$ cat config.mk
export PLATFORM = sky130hd
export DESIGN_NAME = lcd_timing_gen
export DESIGN_NICKNAME = d
export VERILOG_FILES = /design/src/rtl/lcdt_pkg.sv /design/src/rtl/lcdt_regs.sv /design/src/rtl/lcdt_pixdiv.sv /design/src/rtl/lcdt_raster.sv /design/src/rtl/lcd_timing_gen.sv
export SDC_FILE = /design/constraint.sdc
export NUM_CORES = 1
export LEC_CHECK = 0
export BUFFER_PORTS_ARGS = -buffer_cell sky130_fd_sc_hd__buf_2
export CORE_ASPECT_RATIO = 1.25
export CORE_MARGIN = 4
export CORE_UTILIZATION = 60
export CTS_BUF_LIST = sky130_fd_sc_hd__clkbuf_4 sky130_fd_sc_hd__clkbuf_8 sky130_fd_sc_hd__clkbuf_16
export DETAILED_ROUTE_END_ITERATION = 10
export PLACE_DENSITY = 0.77
export SLEW_MARGIN = 5
export SYNTH_ARGS = -nofsm -noshare
export SYNTH_HDL_FRONTEND = slang
export SYNTH_SLANG_ARGS = --single-unit
$ cat constraint.sdc
create_clock -name clk -period 7.67 [get_ports clk]
set_clock_uncertainty 0.15 [all_clocks]
set_input_delay 1.1505 -clock clk [delete_from_list [all_inputs] [get_ports clk]]
set_output_delay 1.1505 -clock clk [all_outputs]
set_load 0.01 [all_outputs]
$ cat src/rtl/lcdt_pkg.sv
package lcdt_pkg;

  localparam int REG_W = 32;
  localparam int CNT_W = 12;
  localparam int DIV_W = 6;

  // word addresses
  localparam int A_GEOM  = 0;
  localparam int A_HTIM  = 1;
  localparam int A_VTIM  = 2;
  localparam int A_PANEL = 3;
  localparam int A_IEN   = 4;
  localparam int A_ISTAT = 5;

  localparam int EOF_BIT = 1;

  // decoded raster geometry, true lengths
  typedef struct packed {
    logic [CNT_W-1:0] hsync;
    logic [CNT_W-1:0] hbp;
    logic [CNT_W-1:0] hact;
    logic [CNT_W-1:0] hfp;
    logic [CNT_W-1:0] vsync;
    logic [CNT_W-1:0] vbp;
    logic [CNT_W-1:0] vact;
    logic [CNT_W-1:0] vfp;
    logic             pol_h;
    logic             pol_v;
    logic             pol_de;
  } lcdt_geom_t;

  localparam lcdt_geom_t GEOM_RST = '{
    hsync: CNT_W'(1), hbp: CNT_W'(3), hact: '0, hfp: CNT_W'(1),
    vsync: '0, vbp: '0, vact: '0, vfp: '0,
    pol_h: 1'b0, pol_v: 1'b0, pol_de: 1'b0};

endpackage

$ cat src/rtl/lcdt_regs.sv
module lcdt_regs
  import lcdt_pkg::*;
#(
  parameter int ADDR_W = 3
) (
  input  logic              clk,
  input  logic              rst,
  input  logic              we,
  input  logic [ADDR_W-1:0] addr,
  input  logic [REG_W-1:0]  wdata,
  input  logic              frame_start,
  input  logic              eof_evt,
  output logic [REG_W-1:0]  rdata,
  output lcdt_geom_t        geom,
  output logic [DIV_W-1:0]  div,
  output logic              pol_ck,
  output logic              irq
);

  logic [REG_W-1:0] r_geom, r_htim, r_vtim, r_panel;
  logic             r_ien, r_stat;
  lcdt_geom_t       staged;

  // decode biased register codes into true lengths
  always_comb begin
    staged        = GEOM_RST;
    staged.hact   = '0;
    staged.hact[9:0] = {r_geom[25:20], 4'b0000};
    staged.vact   = '0;
    staged.vact[9:0] = r_geom[9:0];
    staged.hsync  = CNT_W'(r_htim[31:26]) + CNT_W'(1);
    staged.hfp    = CNT_W'(r_htim[15:8])  + CNT_W'(1);
    staged.hbp    = CNT_W'(r_htim[7:0])   + CNT_W'(3);
    staged.vsync  = CNT_W'(r_vtim[31:26]);
    staged.vfp    = CNT_W'(r_vtim[15:8]);
    staged.vbp    = CNT_W'(r_vtim[7:0]);
    staged.pol_h  = r_panel[22];
    staged.pol_v  = r_panel[23];
    staged.pol_de = r_panel[20];
  end

  always_ff @(posedge clk) begin
    if (rst) begin
      r_geom  <= '0;
      r_htim  <= '0;
      r_vtim  <= '0;
      r_panel <= '0;
      r_ien   <= 1'b0;
    end else if (we) begin
      if (addr == ADDR_W'(A_GEOM))  r_geom  <= wdata;
      if (addr == ADDR_W'(A_HTIM))  r_htim  <= wdata;
      if (addr == ADDR_W'(A_VTIM))  r_vtim  <= wdata;
      if (addr == ADDR_W'(A_PANEL)) r_panel <= wdata;
      if (addr == ADDR_W'(A_IEN))   r_ien   <= wdata[EOF_BIT];
    end
  end

  // sticky status: set wins over write-one-to-clear
  always_ff @(posedge clk) begin
    if (rst)
      r_stat <= 1'b0;
    else if (eof_evt)
      r_stat <= 1'b1;
    else if (we && addr == ADDR_W'(A_ISTAT) && wdata[EOF_BIT])
      r_stat <= 1'b0;
  end

  // working copy, captured only at a frame boundary
  always_ff @(posedge clk) begin
    if (rst) begin
      geom   <= GEOM_RST;
      div    <= '0;
      pol_ck <= 1'b0;
    end else if (frame_start) begin
      geom   <= staged;
      div    <= r_panel[DIV_W-1:0];
      pol_ck <= r_panel[21];
    end
  end

  always_ff @(posedge clk) begin
    if (rst) begin
      rdata <= '0;
      irq   <= 1'b0;
    end else begin
      irq <= r_stat & r_ien;
      case (addr)
        ADDR_W'(A_GEOM):  rdata <= r_geom;
        ADDR_W'(A_HTIM):  rdata <= r_htim;
        ADDR_W'(A_VTIM):  rdata <= r_vtim;
        ADDR_W'(A_PANEL): rdata <= r_panel;
        ADDR_W'(A_IEN):   rdata <= REG_W'({r_ien, 1'b0});
        ADDR_W'(A_ISTAT): rdata <= REG_W'({r_stat, 1'b0});
        default:          rdata <= '0;
      endcase
    end
  end

  assert_shadow_hold_R10: assert property (@(posedge clk) disable iff (rst)
    !frame_start |=> ($stable(geom) && $stable(div) && $stable(pol_ck)));

  assert_stat_source_R8: assert property (@(posedge clk) disable iff (rst)
    $rose(r_stat) |-> $past(eof_evt));

endmodule

$ cat src/rtl/lcdt_pixdiv.sv
module lcdt_pixdiv
  import lcdt_pkg::*;
(
  input  logic             clk,
  input  logic             rst,
  input  logic [DIV_W-1:0] div,
  input  logic             pol_ck,
  output logic             tick,
  output logic             pix_en_q,
  output logic             pclk_q
);

  logic [DIV_W-1:0] phase;

  assign tick = (phase == div);

  always_ff @(posedge clk) begin
    if (rst) begin
      phase    <= '0;
      pix_en_q <= 1'b0;
      pclk_q   <= 1'b0;
    end else begin
      phase    <= tick ? '0 : phase + 1'b1;
      pix_en_q <= tick;
      pclk_q   <= (phase <= (div >> 1)) ^ pol_ck;
    end
  end

  assert_phase_bound_R5: assert property (@(posedge clk) disable iff (rst)
    phase <= div);

endmodule

$ cat src/rtl/lcdt_raster.sv
module lcdt_raster
  import lcdt_pkg::*;
#(
  parameter int X_W = 10,
  parameter int Y_W = 10
) (
  input  logic           clk,
  input  logic           rst,
  input  lcdt_geom_t     geom,
  input  logic           tick,
  output logic           frame_start,
  output logic           eof_evt,
  output logic           hsync_q,
  output logic           vsync_q,
  output logic           de_q,
  output logic [X_W-1:0] x_q,
  output logic [Y_W-1:0] y_q
);

  localparam int NSIG = 3;

  logic [CNT_W-1:0] hc, vc;
  logic [CNT_W-1:0] h_beg, h_end, h_tot, v_beg, v_end, v_raw, v_tot;
  logic [CNT_W-1:0] hx, vy;
  logic             last_px, last_ln, in_h, in_v;
  logic [NSIG-1:0]  act_vec, pol_vec, act_q, out_q;

  always_comb begin
    h_beg   = geom.hsync + geom.hbp;
    h_end   = h_beg + geom.hact;
    h_tot   = h_end + geom.hfp;
    v_beg   = geom.vsync + geom.vbp;
    v_end   = v_beg + geom.vact;
    v_raw   = v_end + geom.vfp;
    v_tot   = (v_raw == '0) ? CNT_W'(1) : v_raw;
    last_px = (hc == h_tot - CNT_W'(1));
    last_ln = (vc == v_tot - CNT_W'(1));
    in_h    = (hc >= h_beg) && (hc < h_end);
    in_v    = (vc >= v_beg) && (vc < v_end);
    hx      = hc - h_beg;
    vy      = vc - v_beg;
  end

  assign frame_start = tick && last_px && last_ln;
  assign eof_evt     = tick && in_h && in_v &&
                       (hc == h_end - CNT_W'(1)) && (vc == v_end - CNT_W'(1));

  always_ff @(posedge clk) begin
    if (rst) begin
      hc <= '0;
      vc <= '0;
    end else if (tick) begin
      if (last_px) begin
        hc <= '0;
        vc <= last_ln ? '0 : vc + CNT_W'(1);
      end else begin
        hc <= hc + CNT_W'(1);
      end
    end
  end

  assign act_vec = {in_h && in_v, vc < geom.vsync, hc < geom.hsync};
  assign pol_vec = {geom.pol_de, geom.pol_v, geom.pol_h};

  for (genvar i = 0; i < NSIG; i++) begin : g_pol
    always_ff @(posedge clk) begin
      if (rst) begin
        act_q[i] <= 1'b0;
        out_q[i] <= 1'b0;
      end else begin
        act_q[i] <= act_vec[i];
        out_q[i] <= act_vec[i] ^ pol_vec[i];
      end
    end
  end

  assign hsync_q = out_q[0];
  assign vsync_q = out_q[1];
  assign de_q    = out_q[2];

  always_ff @(posedge clk) begin
    if (rst) begin
      x_q <= '0;
      y_q <= '0;
    end else begin
      x_q <= (in_h && in_v) ? hx[X_W-1:0] : '0;
      y_q <= (in_h && in_v) ? vy[Y_W-1:0] : '0;
    end
  end

  assert_de_excl_sync_R4: assert property (@(posedge clk) disable iff (rst)
    act_q[2] |-> (!act_q[0] && !act_q[1]));

  assert_hcnt_bound_R2: assert property (@(posedge clk) disable iff (rst)
    hc < h_tot);

  assert_vcnt_bound_R3: assert property (@(posedge clk) disable iff (rst)
    vc < v_tot);

  assert_x_origin_R7: assert property (@(posedge clk) disable iff (rst)
    $rose(act_q[2]) |-> (x_q == '0));

endmodule

$ cat src/rtl/lcd_timing_gen.sv
module lcd_timing_gen
  import lcdt_pkg::*;
#(
  parameter int ADDR_W = 3,
  parameter int X_W    = 10,
  parameter int Y_W    = 10
) (
  input  logic              clk,
  input  logic              rst,
  input  logic              reg_we,
  input  logic [ADDR_W-1:0] reg_addr,
  input  logic [31:0]       reg_wdata,
  output logic [31:0]       reg_rdata,
  output logic              pix_en,
  output logic              pix_clk,
  output logic              hsync,
  output logic              vsync,
  output logic              data_en,
  output logic [X_W-1:0]    pix_x,
  output logic [Y_W-1:0]    pix_y,
  output logic              irq
);

  lcdt_geom_t       geom;
  logic [DIV_W-1:0] div;
  logic             pol_ck, tick, frame_start, eof_evt;

  lcdt_regs #(.ADDR_W(ADDR_W)) u_regs (
    .clk         (clk),
    .rst         (rst),
    .we          (reg_we),
    .addr        (reg_addr),
    .wdata       (reg_wdata),
    .frame_start (frame_start),
    .eof_evt     (eof_evt),
    .rdata       (reg_rdata),
    .geom        (geom),
    .div         (div),
    .pol_ck      (pol_ck),
    .irq         (irq)
  );

  lcdt_pixdiv u_pixdiv (
    .clk      (clk),
    .rst      (rst),
    .div      (div),
    .pol_ck   (pol_ck),
    .tick     (tick),
    .pix_en_q (pix_en),
    .pclk_q   (pix_clk)
  );

  lcdt_raster #(.X_W(X_W), .Y_W(Y_W)) u_raster (
    .clk         (clk),
    .rst         (rst),
    .geom        (geom),
    .tick        (tick),
    .frame_start (frame_start),
    .eof_evt     (eof_evt),
    .hsync_q     (hsync),
    .vsync_q     (vsync),
    .de_q        (data_en),
    .x_q         (pix_x),
    .y_q         (pix_y)
  );

endmodule

==> results of run 1 <==
## worst register-to-register path, delay by kind of cell, from the launching register on
family                     cells  cell delay, ns
and+or+nand+nor                6            1.44
AOI/OAI and AO/OA             13            2.51
DFF                            1            0.35
xor gates and xnor gates       1            0.13
buffers and inverters          5            0.73
adders and majority gates      5            1.90
## synth_stat cells, drive strengths merged, types with 12 or more instances
cell / instances
a211oi: 23
a21o: 32
a21oi: 266
a22oi: 64
a31oi: 27
and2: 13
and3: 19
clkbuf: 109
dfxtp: 291
ha: 118
inv: 112
nand2: 299
nand2b: 12
nand3: 31
nand4: 71
nor2: 90
nor2b: 15
nor3: 37
o211ai: 13
o21a: 15
o21ai: 99
xnor2: 79
xor2: 49
## repair_timing
| action | 4_1_cts | 5_1_grt |
|---|---|---|
| gates resized for setup | 0 | 29 |
| setup buffers | 0 | 3 |
| hold buffers | 0 | 0 |
| endpoints found under the setup margin | 0 | 85 |
## cell usage in the layout (no fill, tap or decap), types with 10 or more instances in the layout
| cell type | synthesis | routed |
|---|---|---|
| sky130_fd_sc_hd__xor2_1 | 49 | 49 |
| sky130_fd_sc_hd__buf_4 | 1 | 34 |
| sky130_fd_sc_hd__a22oi_1 | 64 | 64 |
| sky130_fd_sc_hd__nor2b_1 | 15 | 15 |
| sky130_fd_sc_hd__dfxtp_1 | 291 | 291 |
| sky130_fd_sc_hd__nand4_1 | 71 | 71 |
| sky130_fd_sc_hd__ha_1 | 118 | 114 |
| sky130_fd_sc_hd__and3_1 | 19 | 19 |
| sky130_fd_sc_hd__nor2_1 | 90 | 85 |
| sky130_fd_sc_hd__and2_1 | 11 | 13 |
| sky130_fd_sc_hd__clkbuf_8 | 0 | 12 |
| sky130_fd_sc_hd__nand2b_1 | 12 | 12 |
| sky130_fd_sc_hd__a21o_1 | 32 | 32 |
| sky130_fd_sc_hd__or4_1 | 11 | 10 |
| sky130_fd_sc_hd__o21a_1 | 15 | 15 |
| sky130_fd_sc_hd__nand2_1 | 299 | 299 |
| sky130_fd_sc_hd__a21oi_1 | 266 | 262 |
| sky130_fd_sc_hd__nand3_1 | 31 | 31 |
| sky130_fd_sc_hd__o21ai_0 | 98 | 95 |
| sky130_fd_sc_hd__a31oi_1 | 27 | 27 |
| sky130_fd_sc_hd__mux2i_1 | 11 | 10 |
| sky130_fd_sc_hd__clkbuf_16 | 0 | 29 |
| sky130_fd_sc_hd__a211oi_1 | 23 | 23 |
| sky130_fd_sc_hd__xnor2_1 | 79 | 78 |
| sky130_fd_sc_hd__buf_2 | 8 | 94 |
| sky130_fd_sc_hd__inv_1 | 111 | 111 |
| sky130_fd_sc_hd__o211ai_1 | 13 | 13 |
| sky130_fd_sc_hd__nor3_1 | 37 | 33 |
## sequential cells by signal, indices dropped and copies added (netlist names), 6 cells and up
signal	cells
u_regs.r_htim	32
u_raster.hc	12
u_pixdiv.phase	6
u_regs.rdata	32
u_raster.x_q	10
u_regs.geom	66
u_raster.vc	12
u_raster.y_q	10
u_regs.r_panel	32
u_regs.div	6
u_regs.r_vtim	32
u_regs.r_geom	32
## worst max path at each step
stage	depth (start not counted)	slack, ns	endpoint
floorplan	33	0.86	u_raster.vc[0]$_SDFFE_PP0P_
global placement	32	0.38	u_regs.geom[83]$_SDFFE_PP0P_
detailed placement	32	0.14	u_regs.geom[83]$_SDFFE_PP0P_
CTS	33	0.14	u_regs.geom[82]$_SDFFE_PP0P_
global route	34	-0.18	u_regs.geom[20]$_SDFFE_PP0P_
finish	30	0.37	u_regs.geom[6]$_SDFFE_PP0P_
## final cells by class
class	count	share of cell area, %
multi-input combinational	1514	53.21
sequential	291	31.67
clock buffer	43	4.925
timing repair buffer	136	4.626
inverter	115	2.347
tap	345	2.347
clock inverter	10	0.8775
## layer usage
metal | part of all wire (%) | up-vias | wire [um]
met4 | 4.3 | 0 | 2103
met2 | 49 | 663 | 24080
met1 | 40 | 7251 | 19460
met5 | 0 | - | 0
met3 | 7.3 | 124 | 3606
li1 | - | 7323 | -
## power groups by stage
| stage | clock network (mW) | registers [mW] | logic (mW) |
|---|---|---|---|
| global route | 1.63 | 1.66 | 4.06 |
| CTS | 1.56 | 1.65 | 3.60 |
| finish | 1.55 | 1.65 | 3.73 |
| global placement | 0 | 1.68 | 3.50 |
| detailed placement | 0 | 1.68 | 3.57 |
| floorplan | 0 | 1.66 | 2.68 |
## through the flow
| stage | setup slack [ns] | util, % | cells | setup TNS (ns) |
|---|---|---|---|---|
| finish | 0.3741 | 68.57 | 2454 | 0 |
| CTS | 0.1410 | 68.02 | 2450 | 0 |
| global placement | 0.3847 | 64.04 | 2397 | 0 |
| detailed placement | 0.1433 | 64.04 | 2397 | 0 |
| floorplan | 0.8640 | - | 2039 | 0 |
| global route | -0.1845 | 68.57 | 2454 | -9.504 |
## kinds of logic after synthesis
group | count (synthesis) | synth area share [%]
AO/OA/AOI/OAI | 596 | 21.88
flip-flops | 291 | 35.61
AND/OR/NAND/NOR | 646 | 18.77
multiplexers | 14 | 0.8795
adder cells (fa/ha/maj) | 126 | 10.00
buffers and inverters | 234 | 5.453
XOR/XNOR | 132 | 7.403
==> run_results.csv, run 1 <==
group,metric,value,unit
outcome,outcome,"completed",
synth,synthArstFlopShare,0,%
synth,post_synth_edffs,0,
synth,synth_seq_area_share,35.61,%
drt,firstDrtPassIters,6,
global_route,antenna_violations_before_repair,0,
pwr,vdd_drop_max,339.8,uV
setup_path,worstPathMaxFanout,12,
global_route,globalRouteMet3Util,4.127,%
setup_path,worst-endpoint-required,7.99,ns
synth,ys_dominant_reg_cell,"sky130_fd_sc_hd__dfxtp_1",
setup_path,rrSetupSlack,0.37,ns
setup_path,worst_r2r_path_depth,30,
setup_path,crit_start,"u_regs.geom[39]$_SDFFE_PP0P_",
timing,slew_viol_final,0,
timing,setup_viol,0,
finish,flow.area_growth_from_synthesis,12.43,%
floorplanning,floorplan.die_area,0.02999,mm2
placement,final_wtd_congestion,0.9285,
setup_path,worstSetupPathType,"reg -> reg",
synth,synthesis.area,0.01636,mm2
setup_path,cp.buffers_inverters,5,
timing,holdWs,0.3052,ns
floorplanning,die-width,155.7,um
setup_path,critical-path-top-delay-family,"compound AO/OA/AOI/OAI gates",
synth,ys_ff_latch,291,
global_route,grt_start_max_net_pins,128,
timing,timing.final.hold_violations,0,
floorplanning,io_pins,96,
hold_path,min_path_cells,2,
floorplanning,start_util,60.99,%
floorplanning,floorplan.rows,67,
finish,multi_input_area,0.009787,mm2
placement,port_buffers,95,
drt,route.final.wire_length,49250,um
setup_path,critical_path.reg2reg.endpoint,"u_regs.geom[6]$_SDFFE_PP0P_",
pwr,seq_power_share,23.9,%
setup_path,critical_path.reg2reg.startpoint,"u_regs.geom[39]$_SDFFE_PP0P_",
floorplanning,die_height,192.6,um
setup_path,worst-endpoint-arrival,7.62,ns
global_route,first_pass_grt_wire_length,77140,um
setup_path,slowest_stage,"sky130_fd_sc_hd__fa_1",
finish,layout.area.seq,0.005826,mm2
setup_path,timing.critical_path.to_type,"flop",
timing,post-route-min-period,7.296,ns
setup_path,slowest_delay,0.57,ns
global_route,globalRouteOverflowTotal,0,
setup_path,worstSetupStartpointType,"flop",
hold_path,holdCritPathClass,"reg -> reg",
finish,final_area,0.01839,mm2
pwr,totalPowerFinal,6.924,mW
synth,synth_top_cells_by_area,"sky130_fd_sc_hd__dfxtp_1, sky130_fd_sc_hd__ha_1, sky130_fd_sc_hd__a21oi_1",
drt,vias,15360,
global_route,vias_in_the_first_global_route,14560,
hold_path,min_to,"u_regs.r_htim[17]$_SDFFE_PP0P_",
timing,max-slew-margin-rel,33.93,%
drt,drc_errors,0,
placement,placement.cell_area,0.01718,mm2
floorplanning,core_area,0.02683,mm2
pwr,clkPwrFrac,22.3,%
clock_tree,clock_insertion_delay_worst_skew,0.55,ns
timing,post_route_fraction_of_the_period_consumed_by_the_critical_path,95.12,%
finish,numnets_final,2251,
placement,place_hpwl,34600,um
pwr,intPower,3.999,mW
synth,post_synth_num_cell_types,72,
drt,dr.first_iter.drc_count,1337,
clock_tree,cts_tree,"done",
drt,dr_vias_cell,6.260,
global_route,grt_usage,31.75,%
clock_tree,clkSinkCount,291,
hold_path,hold_path_startpoint,"u_regs.r_htim[17]$_SDFFE_PP0P_",
pwr,sw_frac_of_total,42.25,%
synth,synth_top_cell_by_area,"sky130_fd_sc_hd__dfxtp_1",
global_route,met1_usage,40.03,%
finish,antenna-diode-count,0,
finish,layout-drive-gt1-share,10.81,%
pwr,combinational_cell_fraction_of_total_power,53.8,%
finish,filler_cell_count,2224,
job,number_of_max_capacitance_violations_reported,0,
clock_tree,cts.htree.levels,1,
clock_tree,cts_root_buf,"sky130_fd_sc_hd__clkbuf_16",
drt,avgRoutedWirePerCell,20.07,um
synth,synthDominantCellAreaShare,35.61,%
pwr,p_switching,2.925,mW
clock_tree,clkTransAtPathRegs,0.06,ns
clock_tree,cts_made_buffers,29,
pwr,power_density,376.4,mW/mm2
synth,synthesis.area_per_instance,8.024,um2
global_route,grt_use_met2,54.18,%
timing,max_slew.worst_pin.slew,0.9910,ns
synth,instance_count_of_the_mapped_netlist,2039,
drt,ant_nets,0,
synth,synth_fp_nets,2203,
global_route,grt_busiest_layer,"met2",
pwr,leakagePower,7.178,nW
timing,max_freq,0.1371,GHz
clock_tree,ctsLongestPathBuffers,3,
synth,synthesis.yosys.warnings,0,
No activity file was read; power rests on OpenSTA's default activity.
==> run 2, diff against run 1 <==
PLACE_DENSITY = 0.76   (was 0.77)
SYNTH_HIERARCHICAL = 1   (was unset)
==> run_results.csv, run 2 <==
group,metric,value,unit
setup_path,slowest_delay,0.48,ns
global_route,globalRouteOverflowTotal,0,
synth,ys_ff_latch,291,
synth,instance_count_of_the_mapped_netlist,2184,
finish,multi_input_area,0.01141,mm2
timing,post_route_fraction_of_the_period_consumed_by_the_critical_path,95.67,%
setup_path,worst-endpoint-required,7.99,ns
setup_path,worstSetupPathType,"reg -> reg",
setup_path,path_common_cell,"sky130_fd_sc_hd__a21oi_1",
setup_path,critical_path.reg2reg.startpoint,"u_regs/geom[27]$_SDFFE_PP0P_",
placement,post_place_setup_slack,0.05562,ns
clock_tree,cts_made_buffers,28,
finish,final_cell_count_no_fill,2660,
floorplanning,floorplan.rows,71,
floorplanning,floorplan.die_area,0.03346,mm2
finish,flow.area_growth_from_synthesis,9.356,%
synth,synth_top_cell_by_area,"sky130_fd_sc_hd__dfxtp_1",
clock_tree,ctsLongestPathBuffers,3,
drt,vias,15400,
drt,dr_vias_cell,5.788,
setup_path,crit_start,"u_regs/geom[27]$_SDFFE_PP0P_",
synth,synth_commonest_cells,"sky130_fd_sc_hd__nand2_1, sky130_fd_sc_hd__dfxtp_1, sky130_fd_sc_hd__a21oi_1",
clock_tree,cts_root_buf,"sky130_fd_sc_hd__clkbuf_16",
global_route,vias_in_the_first_global_route,14950,
floorplanning,io_pins,96,
setup_path,critical_path.reg2reg.endpoint,"u_regs/geom[83]$_SDFFE_PP0P_",
global_route,grt_start_max_net_pins,95,
placement,place_hpwl,34870,um
synth,post_synth_num_cell_types,99,
placement,final_wtd_congestion,0.9424,
pwr,power_density,172.9,mW/mm2
setup_path,timing.critical_path.to_type,"flop",
job,number_of_max_capacitance_violations_reported,0,
finish,layout_commonest_cell,"sky130_fd_sc_hd__nand2_1",
drt,route.final.wire_length,48170,um
setup_path,crit_path_end,"u_regs/geom[83]$_SDFFE_PP0P_",
timing,fin_ws,0.3324,ns
synth,synthesis.area_per_instance,8.401,um2
floorplanning,start_util,60.93,%
finish,flip_flop_count_of_the_largest_register_after_layout,66,
pwr,totalPowerFinal,3.470,mW
hold_path,holdCritPathClass,"reg -> reg",
timing,post-route-min-period,7.338,ns
finish,layout.area.seq,0.005826,mm2
synth,post_synth_edffs,0,
synth,synthArstFlopShare,0,%
setup_path,rrSetupSlack,0.33,ns
global_route,grt_usage,28.13,%
clock_tree,cts_tree,"done",
finish,numnets_final,2443,
timing,timing.final.hold_violations,0,
setup_path,worstSetupStartpointType,"flop",
synth,synth_top_cells_by_area,"sky130_fd_sc_hd__dfxtp_1, sky130_fd_sc_hd__ha_1, sky130_fd_sc_hd__mux2i_1",
synth,synthDominantCellAreaShare,31.75,%
synth,synthesis.area,0.01835,mm2
hold_path,min_path_cells,2,
timing,max_freq,0.1363,GHz
setup_path,worst-endpoint-arrival,7.66,ns
outcome,outcome,"completed",
placement,placed_cells_incl_taps,2599,
clock_tree,cts.htree.levels,1,
setup_path,worstPathMaxFanout,11,
clock_tree,clkSinkCount,291,
floorplanning,die-width,164.4,um
floorplanning,core_area,0.03012,mm2
timing,setup_viol,0,
finish,antenna-diode-count,0,
timing,slew_viol_final,0,
setup_path,slowest_stage,"sky130_fd_sc_hd__or4b_1",
global_route,antenna_violations_before_repair,3,
floorplanning,die_height,203.5,um
drt,dr.first_iter.drc_count,1007,
finish,layout-drive-gt1-share,11.78,%
placement,port_buffers,95,
clock_tree,clkTransAtPathRegs,0.06,ns
setup_path,worst_r2r_path_depth,32,
timing,max-slew-margin-rel,35.23,%
synth,synth_seq_area_share,31.75,%
finish,largest-register,"u_regs/geom",
synth,synth.most_common_cell,"sky130_fd_sc_hd__nand2_1",
drt,firstDrtPassIters,8,
finish,highest_count_cells_in_the_layout_ignoring_fill_and_taps,"sky130_fd_sc_hd__nand2_1, sky130_fd_sc_hd__dfxtp_1, sky130_fd_sc_hd__a21oi_1",
drt,ant_nets,0,
timing,max_slew.worst_pin.slew,0.9716,ns
global_route,first_pass_grt_wire_length,76700,um
drt,drc_errors,0,
finish,filler_cell_count,2500,
synth,synthesis.yosys.warnings,6,
clock_tree,clock_insertion_delay_worst_skew,0.56,ns
synth,ys_dominant_reg_cell,"sky130_fd_sc_hd__dfxtp_1",
pwr,vdd_drop_max,180.2,uV
drt,avgRoutedWirePerCell,18.11,um
pwr,leakagePower,8.277,nW
## run 2: cell types whose count changed in the layout (fill, tap and decap cells not counted), sizes merged, moves of 31 or more
cell   delta
mux2i   +103
a22oi    -64
nor2     +64
a21oi    -63
nand4    -49
inv      +44
ha       +42
o21ai    -41
conb     +33
o22ai    +31
## run 2: logic make-up after synthesis
family	after synthesis	synth area share, %
muxes	121	6.771
adders and majority gates	169	11.84
buffers and inverters	294	7.576
DFF	291	31.75
xor gates and xnor gates	162	8.421
AOI/OAI and AO/OA	450	15.57
other	1	0.02044
and+or+nand+nor	696	18.05
## run 2: power breakdown
| part | total (mW) | switching (mW) | internal (mW) | leakage [nW] |
|---|---|---|---|---|
| sequential | 1.55 | 0.0211 | 1.53 | 2.35 |
| clock | 1.44 | 0.612 | 0.832 | 0.480 |
| combinational | 0.477 | 0.275 | 0.202 | 5.45 |
| total | 3.47 | 0.908 | 2.56 | 8.28 |
## run 2: stage by stage
| step | area (um2) | hold slack [ns] | utilization, % | TNS (ns) |
|---|---|---|---|---|
| 2_1_floorplan | 18470 | 0.2689 | - | 0 |
| 3_3_place_gp | 18890 | 0.2895 | 62.72 | 0 |
| 3_5_place_dp | 18890 | 0.2949 | 62.72 | 0 |
| 4_1_cts | 19870 | 0.3061 | 65.96 | 0 |
| 5_1_grt | 20070 | 0.3260 | 66.63 | -0.06370 |
| 6_report | 20070 | 0.3023 | 66.63 | 0 |
## run 2: what timing repair did
item / 4_1_cts / 5_1_grt
endpoints found under the setup margin: 1 / 73
buffers inserted: 0 / 8
cloned: 0 / 1
hold buffers: 0 / 0
gates resized for setup: 1 / 24
pin swaps: 0 / 6
## run 2: how the worst min path moves through the flow
stage | start | end | slack [ns]
floorplan | u_regs/r_stat$_SDFFE_PP0P_ | u_regs/irq$_SDFF_PP0_ | 0.27
CTS | u_regs/r_panel[18]$_SDFFE_PP0P_ | u_regs/r_panel[18]$_SDFFE_PP0P_ | 0.31
finish | u_regs/r_vtim[24]$_SDFFE_PP0P_ | u_regs/r_vtim[24]$_SDFFE_PP0P_ | 0.30
global placement | u_regs/r_panel[30]$_SDFFE_PP0P_ | u_regs/r_panel[30]$_SDFFE_PP0P_ | 0.29
detailed placement | u_regs/r_panel[30]$_SDFFE_PP0P_ | u_regs/r_panel[30]$_SDFFE_PP0P_ | 0.29
global route | u_regs/r_panel[28]$_SDFFE_PP0P_ | u_regs/r_panel[28]$_SDFFE_PP0P_ | 0.33
## run 2: area by class of cell
| class | instances | area share [%] |
|---|---|---|
| Multi-Input combinational cell | 1631 | 56.84 |
| Sequential cell | 291 | 29.03 |
| Clock buffer | 35 | 3.903 |
| Timing Repair Buffer | 128 | 3.854 |
| Inverter | 157 | 2.937 |
| Tap cell | 401 | 2.500 |
| Clock inverter | 17 | 0.9291 |
## run 2: layer usage
layer  up-vias  GRT usage (%)  wire (um)
met5         -              0         29
met4         6          9.658       1542
met3       103          3.254       2636
met2       463          48.87      23640
met1      7276          36.14      20320
li1       7548              -          -
## run 2: critical path: cells and delay by family, from the launching register on
family                     cells  cell delay (ns)
buffers and inverters          2             0.34
muxes                          1             0.25
DFF                            1             0.32
xor gates and xnor gates       3             0.62
AOI/OAI and AO/OA             10             2.01
and+or+nand+nor               11             2.01
adders and majority gates      5             1.55
==> run 3, diff against run 2 <==
PLACE_DENSITY = 0.74   (was 0.76)
==> run_results.csv, run 3 (synthesis gave the netlist of run 2 again) <==
group,metric,value,unit
outcome,outcome,"completed",
drt,route.final.wire_length,47780,um
floorplanning,floorplan.rows,71,
setup_path,timing.critical_path.to_type,"flop",
clock_tree,clkTransAtPathRegs,0.06,ns
finish,layout-drive-gt1-share,11.79,%
timing,slew_viol_final,0,
global_route,grt_start_max_net_pins,97,
floorplanning,floorplan.die_area,0.03346,mm2
timing,max_slew.worst_pin.slew,1.047,ns
setup_path,slowest_delay,0.46,ns
clock_tree,cts_root_buf,"sky130_fd_sc_hd__clkbuf_16",
timing,post_route_fraction_of_the_period_consumed_by_the_critical_path,94.38,%
job,number_of_max_capacitance_violations_reported,0,
setup_path,worst_r2r_path_depth,31,
setup_path,slowest_stage,"sky130_fd_sc_hd__or4b_1",
placement,final_wtd_congestion,0.9184,
floorplanning,start_util,60.93,%
floorplanning,io_pins,96,
setup_path,worstSetupPathType,"reg -> reg",
timing,max_freq,0.1381,GHz
hold_path,holdCritPathClass,"reg -> reg",
timing,post-route-min-period,7.239,ns
timing,fin_ws,0.4311,ns
floorplanning,die-width,164.4,um
floorplanning,core_area,0.03012,mm2
setup_path,worstPathMaxFanout,8,
finish,numnets_final,2442,
global_route,antenna_violations_before_repair,2,
drt,avgRoutedWirePerCell,17.96,um
finish,largest-register,"u_regs/geom",
setup_path,worst-endpoint-required,8.00,ns
drt,drc_errors,0,
pwr,totalPowerFinal,3.526,mW
drt,dr.first_iter.drc_count,991,
placement,post_place_setup_slack,-0.1202,ns
drt,dr_vias_cell,5.759,
setup_path,worst-endpoint-arrival,7.57,ns
pwr,power_density,175.1,mW/mm2
finish,final_area,0.02013,mm2
clock_tree,clock_insertion_delay_worst_skew,0.56,ns
finish,flow.area_growth_from_synthesis,9.724,%
clock_tree,ctsLongestPathBuffers,3,
timing,setup_viol,0,
clock_tree,cts_hold_buf,0,
placement,placement.cell_area,0.01887,mm2
placement,port_buffers,95,
timing,totalNegativeSetupSlack,0,ns
pwr,leakagePower,8.325,nW
global_route,first_pass_grt_wire_length,76430,um
drt,vias,15320,
finish,flip_flop_count_of_the_largest_register_after_layout,66,
finish,layout_commonest_cell,"sky130_fd_sc_hd__nand2_1",
global_route,vias_in_the_first_global_route,14810,
clock_tree,cts.htree.levels,1,
global_route,grt_usage,28.15,%
pwr,vdd_drop_max,211.1,uV
finish,final_core_util,66.85,%
setup_path,worstSetupStartpointType,"flop",
hold_path,min_path_cells,2,
drt,ant_nets,0,
floorplanning,die_height,203.5,um
clock_tree,cts_tree,"done",
clock_tree,clkSinkCount,291,
placement,place_hpwl,34960,um
finish,highest_count_cells_in_the_layout_ignoring_fill_and_taps,"sky130_fd_sc_hd__nand2_1, sky130_fd_sc_hd__dfxtp_1, sky130_fd_sc_hd__a21oi_1",
drt,firstDrtPassIters,5,
clock_tree,cts_made_buffers,30,
global_route,globalRouteOverflowTotal,0,
timing,timing.final.hold_violations,0,
timing,unrepaired_setup_endpoints_after_global_routing,"no",
timing,max-slew-margin-rel,29.92,%
setup_path,path_common_cell,"sky130_fd_sc_hd__a21oi_1",
==> run 3: power breakdown <==
| part | internal, mW | leakage, nW | total (mW) | switching, mW |
|---|---|---|---|---|
| registers | 1.53 | 2.35 | 1.55 | 0.0204 |
| logic | 0.207 | 5.45 | 0.487 | 0.280 |
| clock network | 0.890 | 0.520 | 1.49 | 0.599 |
==> run 3: cell type report <==
type / count / area (um2)
repair buffers: 125 / 725.7
flip-flops and latches: 291 / 5826
well taps: 401 / 501.7
fillers: 2520 / 9982
inverters: 157 / 589.3
multi-input cells: 1631 / 11460
clock inverters: 6 / 71.32
diodes: 2 / 5.005
clock buffers: 47 / 958.4
==> run 3: repair_timing <==
item                                    CTS  global route
endpoints found under the setup margin   71            84
buffers inserted                          1             7
resized for setup                         3            32
pin swaps                                 1            11
endpoints found under the hold margin     0             0
==> run 3: per-stage QoR <==
stage,hold WS [ns],cells
floorplan,0.2689,2216
global placement,0.2910,2597
detailed placement,0.2961,2597
CTS,0.3043,2651
global route,0.3221,2658
finish,0.3020,2660
==> run 3: layer usage <==
layer  vias up  share of wire (%)  GRT usage, %
met3       100                5.4         3.295
met4         4                3.1         9.955
met2       423                 49         48.65
li1       7540                  -             -
met1      7252                 42         36.28
met5         -              0.057             0
==> run 3: final timing paths <==
path	slack, ns	start	to
worst max-delay path	0.43	u_regs/geom[27]$_SDFFE_PP0P_	u_regs/geom[83]$_SDFFE_PP0P_
worst min-delay path	0.30	u_regs/r_vtim[24]$_SDFFE_PP0P_	u_regs/r_vtim[24]$_SDFFE_PP0P_
worst max register to register	0.43	u_regs/geom[27]$_SDFFE_PP0P_	u_regs/geom[83]$_SDFFE_PP0P_
worst min register to register	0.30	u_regs/r_vtim[24]$_SDFFE_PP0P_	u_regs/r_vtim[24]$_SDFFE_PP0P_
==> run 3: critical path, delay by kind of cell (launching register included) <==
| family | cells | cell delay, ns |
|---|---|---|
| DFF | 1 | 0.32 |
| and+or+nand+nor | 13 | 2.51 |
| buffers and inverters | 1 | 0.17 |
| AOI/OAI and AO/OA | 8 | 1.46 |
| muxes | 1 | 0.31 |
| xor gates and xnor gates | 3 | 0.66 |
| adders and majority gates | 5 | 1.56 |
